### config.mk
export PLATFORM = sky130hd
export DESIGN_NAME = seg_cam_hostif
export DESIGN_NICKNAME = d
export VERILOG_FILES = /design/src/rtl/seg_cam_pkg.sv /design/src/rtl/seg_cam_fall_det.sv /design/src/rtl/seg_cam_decode.sv /design/src/rtl/seg_cam_steer.sv /design/src/rtl/seg_cam_hostif.sv
export SDC_FILE = /design/constraint.sdc
export NUM_CORES = 1
export LEC_CHECK = 0
export BUFFER_PORTS_ARGS = -buffer_cell sky130_fd_sc_hd__buf_2
export CORE_MARGIN = 2
export CORE_UTILIZATION = 39
export DETAILED_ROUTE_END_ITERATION = 7
export GPL_TIMING_DRIVEN = 0
export PLACE_DENSITY = 0.77
export SLEW_MARGIN = 20
export SYNTH_ARGS = -nofsm -noshare
export SYNTH_HDL_FRONTEND = slang
export SYNTH_SLANG_ARGS = --single-unit
### constraint.sdc
create_clock -name clk_i -period 1.63 [get_ports clk_i]
set_input_delay 0.163 -clock clk_i [delete_from_list [all_inputs] [get_ports clk_i]]
set_output_delay 0.163 -clock clk_i [all_outputs]
set_load 0.005 [all_outputs]
### src/rtl/seg_cam_pkg.sv
package seg_cam_pkg;
  typedef enum logic [1:0] {
    TGT_MEM   = 2'd0,
    TGT_REG32 = 2'd1,
    TGT_REG64 = 2'd2
  } tgt_kind_e;
endpackage

### src/rtl/seg_cam_fall_det.sv
module seg_cam_fall_det (
  input  logic clk_i,
  input  logic rst_ni,
  input  logic strobe_ni,
  output logic fall_o
);
  logic strobe_q;

  always_ff @(posedge clk_i or negedge rst_ni) begin
    if (!rst_ni) strobe_q <= 1'b1;
    else         strobe_q <= strobe_ni;
  end

  assign fall_o = strobe_q & ~strobe_ni;
endmodule

### src/rtl/seg_cam_decode.sv
module seg_cam_decode
  import seg_cam_pkg::*;
#(
  parameter int unsigned AC_W  = 13,
  parameter int unsigned SEG_W = 1
) (
  input  logic             sw_mode_i,
  input  logic             av_ni,
  input  logic [AC_W-1:0]  ac_i,
  input  logic [SEG_W-1:0] seg_i,
  input  tgt_kind_e        held_kind_i,
  input  logic [AC_W-1:0]  held_addr_i,
  output tgt_kind_e        kind_o,
  output logic [AC_W-1:0]  addr_o,
  output logic             seg_bad_o
);
  always_comb begin
    if (sw_mode_i) begin
      kind_o = held_kind_i;
      addr_o = held_addr_i;
    end else if (!av_ni) begin
      kind_o = TGT_MEM;
      addr_o = ac_i;
    end else begin
      kind_o = ac_i[AC_W-1] ? TGT_REG64 : TGT_REG32;
      addr_o = ac_i;
    end
  end

  // narrow registers live in lane 0 only
  assign seg_bad_o = (kind_o == TGT_REG32) && (seg_i != '0);
endmodule

### src/rtl/seg_cam_steer.sv
module seg_cam_steer #(
  parameter int unsigned DATA_W = 32,
  parameter int unsigned SEG_N  = 2,
  parameter int unsigned SEG_W  = 1,
  localparam int unsigned WORD_W = DATA_W * SEG_N
) (
  input  logic [SEG_W-1:0]  seg_i,
  input  logic [WORD_W-1:0] word_i,
  output logic [SEG_N-1:0]  mask_o,
  output logic [DATA_W-1:0] half_o
);
  for (genvar g = 0; g < SEG_N; g++) begin : g_lane
    assign mask_o[g] = (seg_i == SEG_W'(g));
  end

  always_comb begin
    half_o = '0;
    for (int i = 0; i < SEG_N; i++)
      if (mask_o[i]) half_o = word_i[i*DATA_W +: DATA_W];
  end
endmodule

### src/rtl/seg_cam_hostif.sv
module seg_cam_hostif
  import seg_cam_pkg::*;
#(
  parameter int unsigned DATA_W = 32,
  parameter int unsigned SEG_N  = 2,
  parameter int unsigned AC_W   = 13,
  localparam int unsigned SEG_W  = (SEG_N > 1) ? $clog2(SEG_N) : 1,
  localparam int unsigned WORD_W = DATA_W * SEG_N
) (
  input  logic              clk_i,
  input  logic              rst_ni,
  input  logic              en_ni,
  input  logic              wr_ni,
  input  logic              av_ni,
  input  logic [SEG_W-1:0]  seg_i,
  input  logic              sw_mode_i,
  input  logic [AC_W-1:0]   ac_i,
  input  logic [DATA_W-1:0] dq_i,
  output logic [DATA_W-1:0] dq_o,
  output logic              dq_oe_o,
  output logic              err_o,
  output logic              req_o,
  output logic              req_reg_o,
  output logic              we_o,
  output logic [AC_W-1:0]   addr_o,
  output logic [SEG_N-1:0]  wmask_o,
  output logic [WORD_W-1:0] wdata_o,
  input  logic [WORD_W-1:0] rdata_i
);
  logic              fall;
  tgt_kind_e         kind_d, held_kind_q;
  logic [AC_W-1:0]   addr_d, held_addr_q, addr_q;
  logic              seg_bad;
  logic [SEG_W-1:0]  seg_q;
  logic [DATA_W-1:0] dq_q, rd_q, rd_half;
  logic              req_q, reg_q, we_q, err_q, rd_act_q;

  seg_cam_fall_det u_fall (
    .clk_i     (clk_i),
    .rst_ni    (rst_ni),
    .strobe_ni (en_ni),
    .fall_o    (fall)
  );

  seg_cam_decode #(.AC_W(AC_W), .SEG_W(SEG_W)) u_dec (
    .sw_mode_i   (sw_mode_i),
    .av_ni       (av_ni),
    .ac_i        (ac_i),
    .seg_i       (seg_i),
    .held_kind_i (held_kind_q),
    .held_addr_i (held_addr_q),
    .kind_o      (kind_d),
    .addr_o      (addr_d),
    .seg_bad_o   (seg_bad)
  );

  seg_cam_steer #(.DATA_W(DATA_W), .SEG_N(SEG_N), .SEG_W(SEG_W)) u_steer (
    .seg_i  (seg_q),
    .word_i (rdata_i),
    .mask_o (wmask_o),
    .half_o (rd_half)
  );

  always_ff @(posedge clk_i or negedge rst_ni) begin
    if (!rst_ni) begin
      held_kind_q <= TGT_MEM;
      held_addr_q <= '0;
      addr_q      <= '0;
      seg_q       <= '0;
      dq_q        <= '0;
      rd_q        <= '0;
      req_q       <= 1'b0;
      reg_q       <= 1'b0;
      we_q        <= 1'b0;
      err_q       <= 1'b0;
      rd_act_q    <= 1'b0;
    end else begin
      if (fall) begin
        held_kind_q <= kind_d;  // in software mode decode returns the held value
        held_addr_q <= addr_d;
        addr_q      <= addr_d;
        reg_q       <= (kind_d != TGT_MEM);
        seg_q       <= seg_i;
        dq_q        <= dq_i;
        we_q        <= ~wr_ni;
        req_q       <= ~seg_bad;
        err_q       <= seg_bad;
        rd_act_q    <= wr_ni & ~seg_bad;
      end else begin
        req_q <= 1'b0;
        if (en_ni) rd_act_q <= 1'b0;
      end
      if (req_q && !we_q) rd_q <= rd_half;
    end
  end

  assign req_o     = req_q;
  assign req_reg_o = reg_q;
  assign we_o      = we_q;
  assign addr_o    = addr_q;
  assign wdata_o   = {SEG_N{dq_q}};
  assign err_o     = err_q;
  assign dq_o      = rd_q;
  assign dq_oe_o   = rd_act_q & ~en_ni;
endmodule

Yosys cells after proc, flatten, opt, wreduce, memory -nomap -nowiden --
Index checks and enable logic that the tools add are counted.
Operators by class: reductions and logical operators 6, bitwise logic cells 8, mux-type cells 8, equality and inequality tests 1
Operator list (count):
- $mux W32 | 1
- $mux W13 | 1
- $mux W2 | 3
- $not A1 Y1 | 5
- $reduce_bool A2 Y1 | 2
- $and A1 B1 Y1 | 3
- $mux W1 | 3
- $eq A2 B1 Y1 const B | 1
- $logic_and A1 B1 Y1 | 2
- $reduce_and A2 Y1 | 1
- $logic_not A1 Y1 | 1
Storage, ports and cells: input port bits 116, output and inout bits 116, register bits 86, logic and storage cells 34

Logic depth before layout (Yosys ltp) --
Gate-level depths: netlist (run 1).
depth in word-level cells 8, mapped depth 5

Hierarchy --
A second synthesis (run 1) with hierarchy kept.
Unflattened totals: cells, all modules 283, area total of the unflattened synthesis 4401.7 µm²
Modules (own cells, without submodules):
- seg_cam_hostif | times used 1, sequential area each 2127.0 µm², area an instance 3558.4 µm², cells an instance 218
- seg_cam_steer | times used 1, sequential area each 0.0 µm², area an instance 551.8 µm², cells an instance 38
- seg_cam_decode | times used 1, sequential area each 0.0 µm², area an instance 251.5 µm², cells an instance 25
- seg_cam_fall_det | times used 1, sequential area each 26.3 µm², area an instance 40.0 µm², cells an instance 2

Least setup slack after synthesis (run 1) --
OpenSTA, ideal clock, no wires.
kind register to register, start point register u_fall.strobe_q, end point register addr_q[10] (netlist: addr_o[10]), arrival 1.391 ns, data required time 1.505 ns, setup slack 0.114 ns, library setup time 0.125 ns, cell stages (with the launch flop) 5, path through dfstp_2 or3b_1 buf_6 buf_8 mux2_2
Between the ends: word-level cells in the longest chain between the ends 2
RTL lines:
- from (decl) | RTL line seg_cam_fall_det.sv:7 | logic strobe_q;
- from (signal assigned) | RTL line seg_cam_fall_det.sv:11 | else strobe_q <= strobe_ni;
- $and A1 B1 Y1 | RTL line seg_cam_fall_det.sv:14 | assign fall_o = strobe_q & ~strobe_ni;
- $reduce_and A2 Y1 (no source line)
- to (signal assigned) | RTL line seg_cam_hostif.sv:81 | addr_q <= addr_d;
- to (decl) | RTL line seg_cam_hostif.sv:32 | logic [AC_W-1:0] addr_d, held_addr_q, addr_q;
No other way between the ends. A chain may end at the register's enable or synchronous reset.

Final worst setup path (run 1) --
Ends and elaborated chain as after synthesis.

==> flow_summary_export.csv, run 1 <==
group,metric,value,unit
yosys,ys_seq_elements,86,
yosys,synth_edf_count,0,
detailed_routing,drcViolationCount,0,
floorplan,initial_core_util,0.404,
detailed_routing,wl,9560,um
sta,hold_viol,0,
clocking,cts_tree,"yes",
setup_path,start_kind,"flop",
power_and_ir_drop,vdd_drop_max,499,uV
sta,max_freq,0.633,GHz
yosys,synth.top_cell.area_share,0.566,
floorplan,die_h,102,um
detailed_routing,wl_per_cell,14.0,um
setup_path,reg2reg_from,"u_fall.strobe_q",
place,dp_hpwl,7690,um
sta,maxSlewHeadroom,0.637,
yosys,netlist_instances,305,
yosys,synth_mux_area_frac,0.223,
detailed_routing,drtIter0Drc,60,
place,io_buffers,231,
yosys,synth_area,3750,sq um
clocking,clk_latency,350,ps
setup_path,rr_worst_depth,4,
power_and_ir_drop,power,5.80,mW
setup_path,required,1860,ps
yosys,ys.flop_type,"dfrtp_1",
sta,tightest_slew,545,ps
clocking,clk_pin_slew_worst_paths,80,ps
power_and_ir_drop,p_leak,2.84,nW
grt,grt_max_degree,47,
setup_path,worstSetupPathType,"flop to flop",
setup_path,path_max_fanout,10,
sta,slew_viol_final,0,
grt,grt_pass1_wl,14500,um
sta,rsz0062_at_grt,"no",
yosys,yosysMostFrequentCell,"dfrtp_1",
yosys,syn_area_per_cell,12.3,sq um
finish,diodes,0,
place,gp_congestion,0.830,
yosys,yosysUniqueCellTypes,21,
detailed_routing,ant_nets,0,
finish,nets,665,
finish,area_growth,42.0,%
clocking,root_buffer,"clkbuf_8",
yosys,synth_common_cells,"dfrtp_1 (85), mux2_2 (46), nand2_1 (39), o21ai_0 (37), buf_4 (33)",
finish,fillers,832,
job,max_cap_viol_count,0,
setup_path,path_cells,"or3b_1, buf_6, buf_8, mux2_2",
floorplan,die_w,102,um
detailed_routing,firstDrtPassIters,4,
setup_path,slowest_delay,550,ps
setup_path,r2r_slack,50,ps
status,status,"finished, final reports clean",
min_path,hold_class,"input pin to flop",
detailed_routing,vias,3095,
yosys,synth_compound_area_frac,0.0556,
clocking,clockBufferDepth,2,
floorplan,dieArea,10400,sq um
sta,clock_skew,8.89,ps
power_and_ir_drop,power.density,1090,nW/um^2
yosys,synth_xor_area_frac,0,
yosys,synth_top_cells_by_area,"dfrtp_1 (57%), mux2_2 (14%), mux2i_1 (8.5%)",
min_path,hold_start,"wr_ni",
grt,overflow,0,
setup_path,crit_path_end_kind,"flop",
clocking,cts_post_setup_buffers_inserted,0,
grt,first_global_vias,3017,
floorplan,ios,232,
finish,layout-drive-gt1-share,0.616,
yosys,syn_nets,421,
setup_path,arrival,1810,ps
floorplan,core,9280,sq um
setup_path,rr_endpoint,"addr_o[10]",
clocking,h-tree-depth,3,
grt,antenna_found_initial,0,
yosys,yosys.area_share.simple,0.0540,
sta,whs,31.7,ps
sta,final.period_utilization,0.969,
sta,final-setup-viol-count,0,
sta,period_needed,1580,ps
yosys,synth-adder-area-share,0,
yosys,ys_seq_area_frac,0.573,
min_path,hold_path_end,"we_o",
min_path,whs_path_depth,2,
yosys,synth_top_cell_by_area,"dfrtp_1",
grt,grt_usage,0.178,
detailed_routing,vias_per_cell,4.53,
clocking,clock-sinks,86,
floorplan,rows,35,
yosys,synth_top_family_by_area,"multiplexers",
yosys,yosys_warnings,0,
clocking,numCtsBuffers,9,
yosys,async_reset_ff_frac,1.00,
setup_path,cp_slowest_cell,"dfstp_2",
## layout make-up
| type | instances | area, sq um | area share |
|---|---|---|---|
| flip-flops and latches | 86 | 2150 | 0.404 |
| clock buffers | 11 | 141 | 0.0265 |
| multi-input cells | 166 | 1250 | 0.235 |
| well taps | 129 | 161 | 0.0303 |
| plain buffers | 49 | 345 | 0.0648 |
| repair buffers | 234 | 1210 | 0.226 |
| inverters | 3 | 11.3 | 0.00211 |
| clock inverters | 5 | 58.8 | 0.0110 |
## critical path: cells and delay by family (launching register included)
family / cells / cell delay (ps)
flip-flops: 1 / 550
buffers and inverters: 2 / 300
multiplexers: 1 / 260
AND/OR/NAND/NOR: 1 / 370
## cell families after synthesis
group / count (synthesis)
flip-flops: 86
multiplexers: 78
buffers and inverters: 53
AND/OR/NAND/NOR: 48
AO/OA/AOI/OAI: 40
## layout by cell type, fill, tap and decap left out, drive strengths merged
cell type	Yosys	routed
buf	43	273
bufinv	0	1
clkbuf	7	19
clkinv	0	2
clkinvlp	0	2
dfrtp	85	85
dfstp	1	1
dlygate4sd3	0	2
inv	3	3
mux2	46	46
mux2i	32	32
nand2	39	39
nand2b	3	3
nand3b	1	1
nor2	2	2
nor2b	1	1
o21ai	37	37
o22ai	1	1
o2bb2ai	1	1
o32ai	1	1
or2b	1	1
or3b	1	1
## how the worst max path moves through the flow
stage / startpoint / end / slack (ps) / depth (start not counted)
final: u_fall.strobe_q / addr_o[10] / 50 / 4
after global routing: u_fall.strobe_q / addr_o[10] / 3 / 4
after CTS: seg_q / wmask_o[0] / 10 / 4
after detailed placement: u_fall.strobe_q / dq_q[8] / -70 / 4
after global placement: rst_ni / dq_q[1] / -260 / 1
after floorplan: u_fall.strobe_q / addr_o[10] / 110 / 4
## sequential cells by signal, summed over array words and instances, names as in the netlist, 2 cells and up
signal	count
dq_q	32
addr_o	13
held_kind_q	2
dq_o	32
## through the flow
stage	area (sq um)	util	setup TNS (ps)	std cells	setup slack, ps
2_1_floorplan	3750	-	0	305	114
3_3_place_gp	5070	0.546	-21750	665	-259
3_5_place_dp	5100	0.550	-206	666	-72.5
4_1_cts	5320	0.573	0	683	12.0
5_1_grt	5330	0.574	0	683	2.79
6_report	5330	0.574	0	683	50.7
## power by group
group	total, mW	switching [mW]	leakage [nW]	internal [mW]
clock network	1.50	0.748	0.0955	0.751
logic	1.54	0.650	1.71	0.888
registers	2.76	0.232	1.04	2.53
## routing by layer
metal  part of all wire  routed length (um)  up-vias  global-route usage
li1                   -                   -     1490                   -
met1               0.39                3760     1474               0.208
met2               0.53                5080      121               0.325
met3              0.060                 575       10              0.0445
met4              0.014                 135        0              0.0513
met5                  0                   0        -                   0
## repair_timing
item / in CTS / in global routing
hold buffers: 2 / 0
setup endpoints to repair: 3 / 12
endpoints found under the hold margin: 40 / 0
gates resized for setup: 2 / 9
Power figures use the tool's default switching activity.
==> inputs of run 2 (changes only) <==
--- a/config.mk
+++ b/config.mk
@@ -7,10 +7,9 @@
 export LEC_CHECK = 0
 export BUFFER_PORTS_ARGS = -buffer_cell sky130_fd_sc_hd__buf_2
 export CORE_MARGIN = 2
-export CORE_UTILIZATION = 39
+export CORE_UTILIZATION = 35
 export DETAILED_ROUTE_END_ITERATION = 7
-export GPL_TIMING_DRIVEN = 0
-export PLACE_DENSITY = 0.77
+export PLACE_DENSITY = 0.7
 export SLEW_MARGIN = 20
 export SYNTH_ARGS = -nofsm -noshare
 export SYNTH_HDL_FRONTEND = slang
==> flow_summary_export.csv, run 2 (same netlist as run 1, synthesis figures left out) <==
group,metric,value,unit
power_and_ir_drop,p_int,3.87,mW
power_and_ir_drop,power_frac_comb,0.247,
clocking,clk_latency,340,ps
place,io_buffers,231,
floorplan,die_w,108,um
clocking,numCtsBuffers,9,
sta,hold_viol,0,
finish,area_growth,34.3,%
place,dp_hpwl,6800,um
clocking,clk_pin_slew_worst_paths,90,ps
detailed_routing,firstDrtPassIters,4,
power_and_ir_drop,switchingPower,1.56,mW
setup_path,start_kind,"flop",
finish,diodes,0,
detailed_routing,vias_per_cell,4.46,
sta,tightest_slew,508,ps
job,max_cap_viol_count,0,
setup_path,worstSetupPathType,"flop to flop",
floorplan,die_h,108,um
clocking,cts_tree,"yes",
setup_path,required,1860,ps
detailed_routing,drtIter0Drc,101,
detailed_routing,wl_per_cell,13.3,um
place,pre_cts_slack,145,ps
grt,grt_usage,0.148,
finish,multi_input_area,1250,sq um
sta,rsz0062_at_grt,"no",
grt,first_global_vias,2871,
finish,final_cell_mix,"buf_2 (230), dfrtp_1 (84), mux2_2 (46)",
finish,nets,623,
min_path,hold_class,"input pin to flop",
sta,max_freq,0.668,GHz
power_and_ir_drop,p_leak,2.65,nW
clocking,h-tree-depth,3,
detailed_routing,wl,8610,um
sta,clock_skew,12.9,ps
sta,period_needed,1500,ps
sta,slew_viol_final,0,
finish,final_common_cell,"buf_2",
finish,seqCellArea,2150,sq um
grt,antenna_found_initial,0,
clocking,root_buffer,"clkbuf_8",
grt,overflow,0,
power_and_ir_drop,p_clk_frac,0.247,
sta,setup_slack,134,ps
setup_path,path_max_fanout,17,
sta,setup-tns-final,0,ps
power_and_ir_drop,power.density,1080,nW/um^2
detailed_routing,drcViolationCount,0,
place,gp_congestion,0.754,
power_and_ir_drop,vdd_drop_max,556,uV
power_and_ir_drop,p_seq_frac,0.506,
setup_path,arrival,1730,ps
floorplan,ios,232,
sta,final.period_utilization,0.918,
setup_path,crit_path_end_kind,"flop",
clocking,cts_post_setup_buffers_inserted,0,
floorplan,rows,37,
clocking,clock-sinks,86,
floorplan,initial_core_util,0.362,
grt,grt_max_degree,65,
sta,final-setup-viol-count,0,
clocking,clockBufferDepth,2,
power_and_ir_drop,switching_share,0.287,
detailed_routing,ant_nets,0,
floorplan,core,10400,sq um
floorplan,dieArea,11600,sq um
grt,grt_pass1_wl,13600,um
detailed_routing,vias,2892,
status,status,"finished, final reports clean",
finish,layout-drive-gt1-share,0.592,
sta,maxSlewHeadroom,0.660,
finish,fillers,980,
## run 2: changes by cell type in the layout (fill, tap and decap cells not counted), moves of 3 or more
cell	delta
buf_2	-5
clkbuf_2	-4
buf_4	-29
clkbuf_1	-3
buf_12	+3
## run 2: final cells by class
cell class                      instances  area share
Tap cell                              136      0.0338
Multi-Input combinational cell        166       0.248
Sequential cell                        86       0.427
Clock buffer                           11      0.0280
Timing Repair Buffer                  241       0.253
Clock inverter                          5     0.00695
Inverter                                3     0.00223
## run 2: path summary, 6_finish.rpt
path | end | slack [ps] | from | cells past startpoint
worst max-delay path | addr_o[0] | 130 | u_fall.strobe_q | 3
min in group asynchronous | dq_o[8] | 290 | rst_ni | 2
worst min-delay path | addr_o[10] | 50 | ac_i[10] | 2
worst min register to register | dq_o[10] | 480 | dq_o[10] | 2
max in group asynchronous | u_fall.strobe_q | 760 | rst_ni | 3
worst max register to register | addr_o[0] | 130 | u_fall.strobe_q | 3
## run 2: power by group through the flow
stage | registers [mW] | logic, mW | clock network, mW
after floorplan | 2.82 | 0.682 | 0
after global placement | 2.77 | 1.35 | 0
after detailed placement | 2.79 | 1.38 | 0
after CTS | 2.75 | 1.38 | 1.41
after global routing | 2.81 | 1.52 | 1.51
final | 2.75 | 1.34 | 1.34
## run 2: per-layer routing
metal | vias up | global-route usage | routed length (um)
li1 | 1407 | - | -
met1 | 1349 | 0.165 | 3350
met2 | 126 | 0.274 | 4520
met3 | 10 | 0.0345 | 599
met4 | 0 | 0.0531 | 136
met5 | - | 0 | 0
## run 2: per-stage QoR
step,hold WS (ps),total power [mW],instances,utilization,cell area (sq um)
6_report,46.1,5.43,648,0.486,5040
5_1_grt,22.6,5.84,648,0.486,5040
2_1_floorplan,-133,3.50,305,-,3750
4_1_cts,24.2,5.54,648,0.486,5040
3_3_place_gp,116,4.12,630,0.467,4840
3_5_place_dp,124,4.17,630,0.467,4840
## run 2: repair_timing
| action | 4_1_cts | 5_1_grt |
|---|---|---|
| endpoints found under the hold margin | 27 | 0 |
| resized for setup | 0 | 0 |
| hold buffers | 2 | 0 |
## run 2: worst max-delay path, stage by stage, from the launching register on
cell and delay, ps:
dfstp_2 550, or3b_1 340, buf_4 210, mux2_2 290
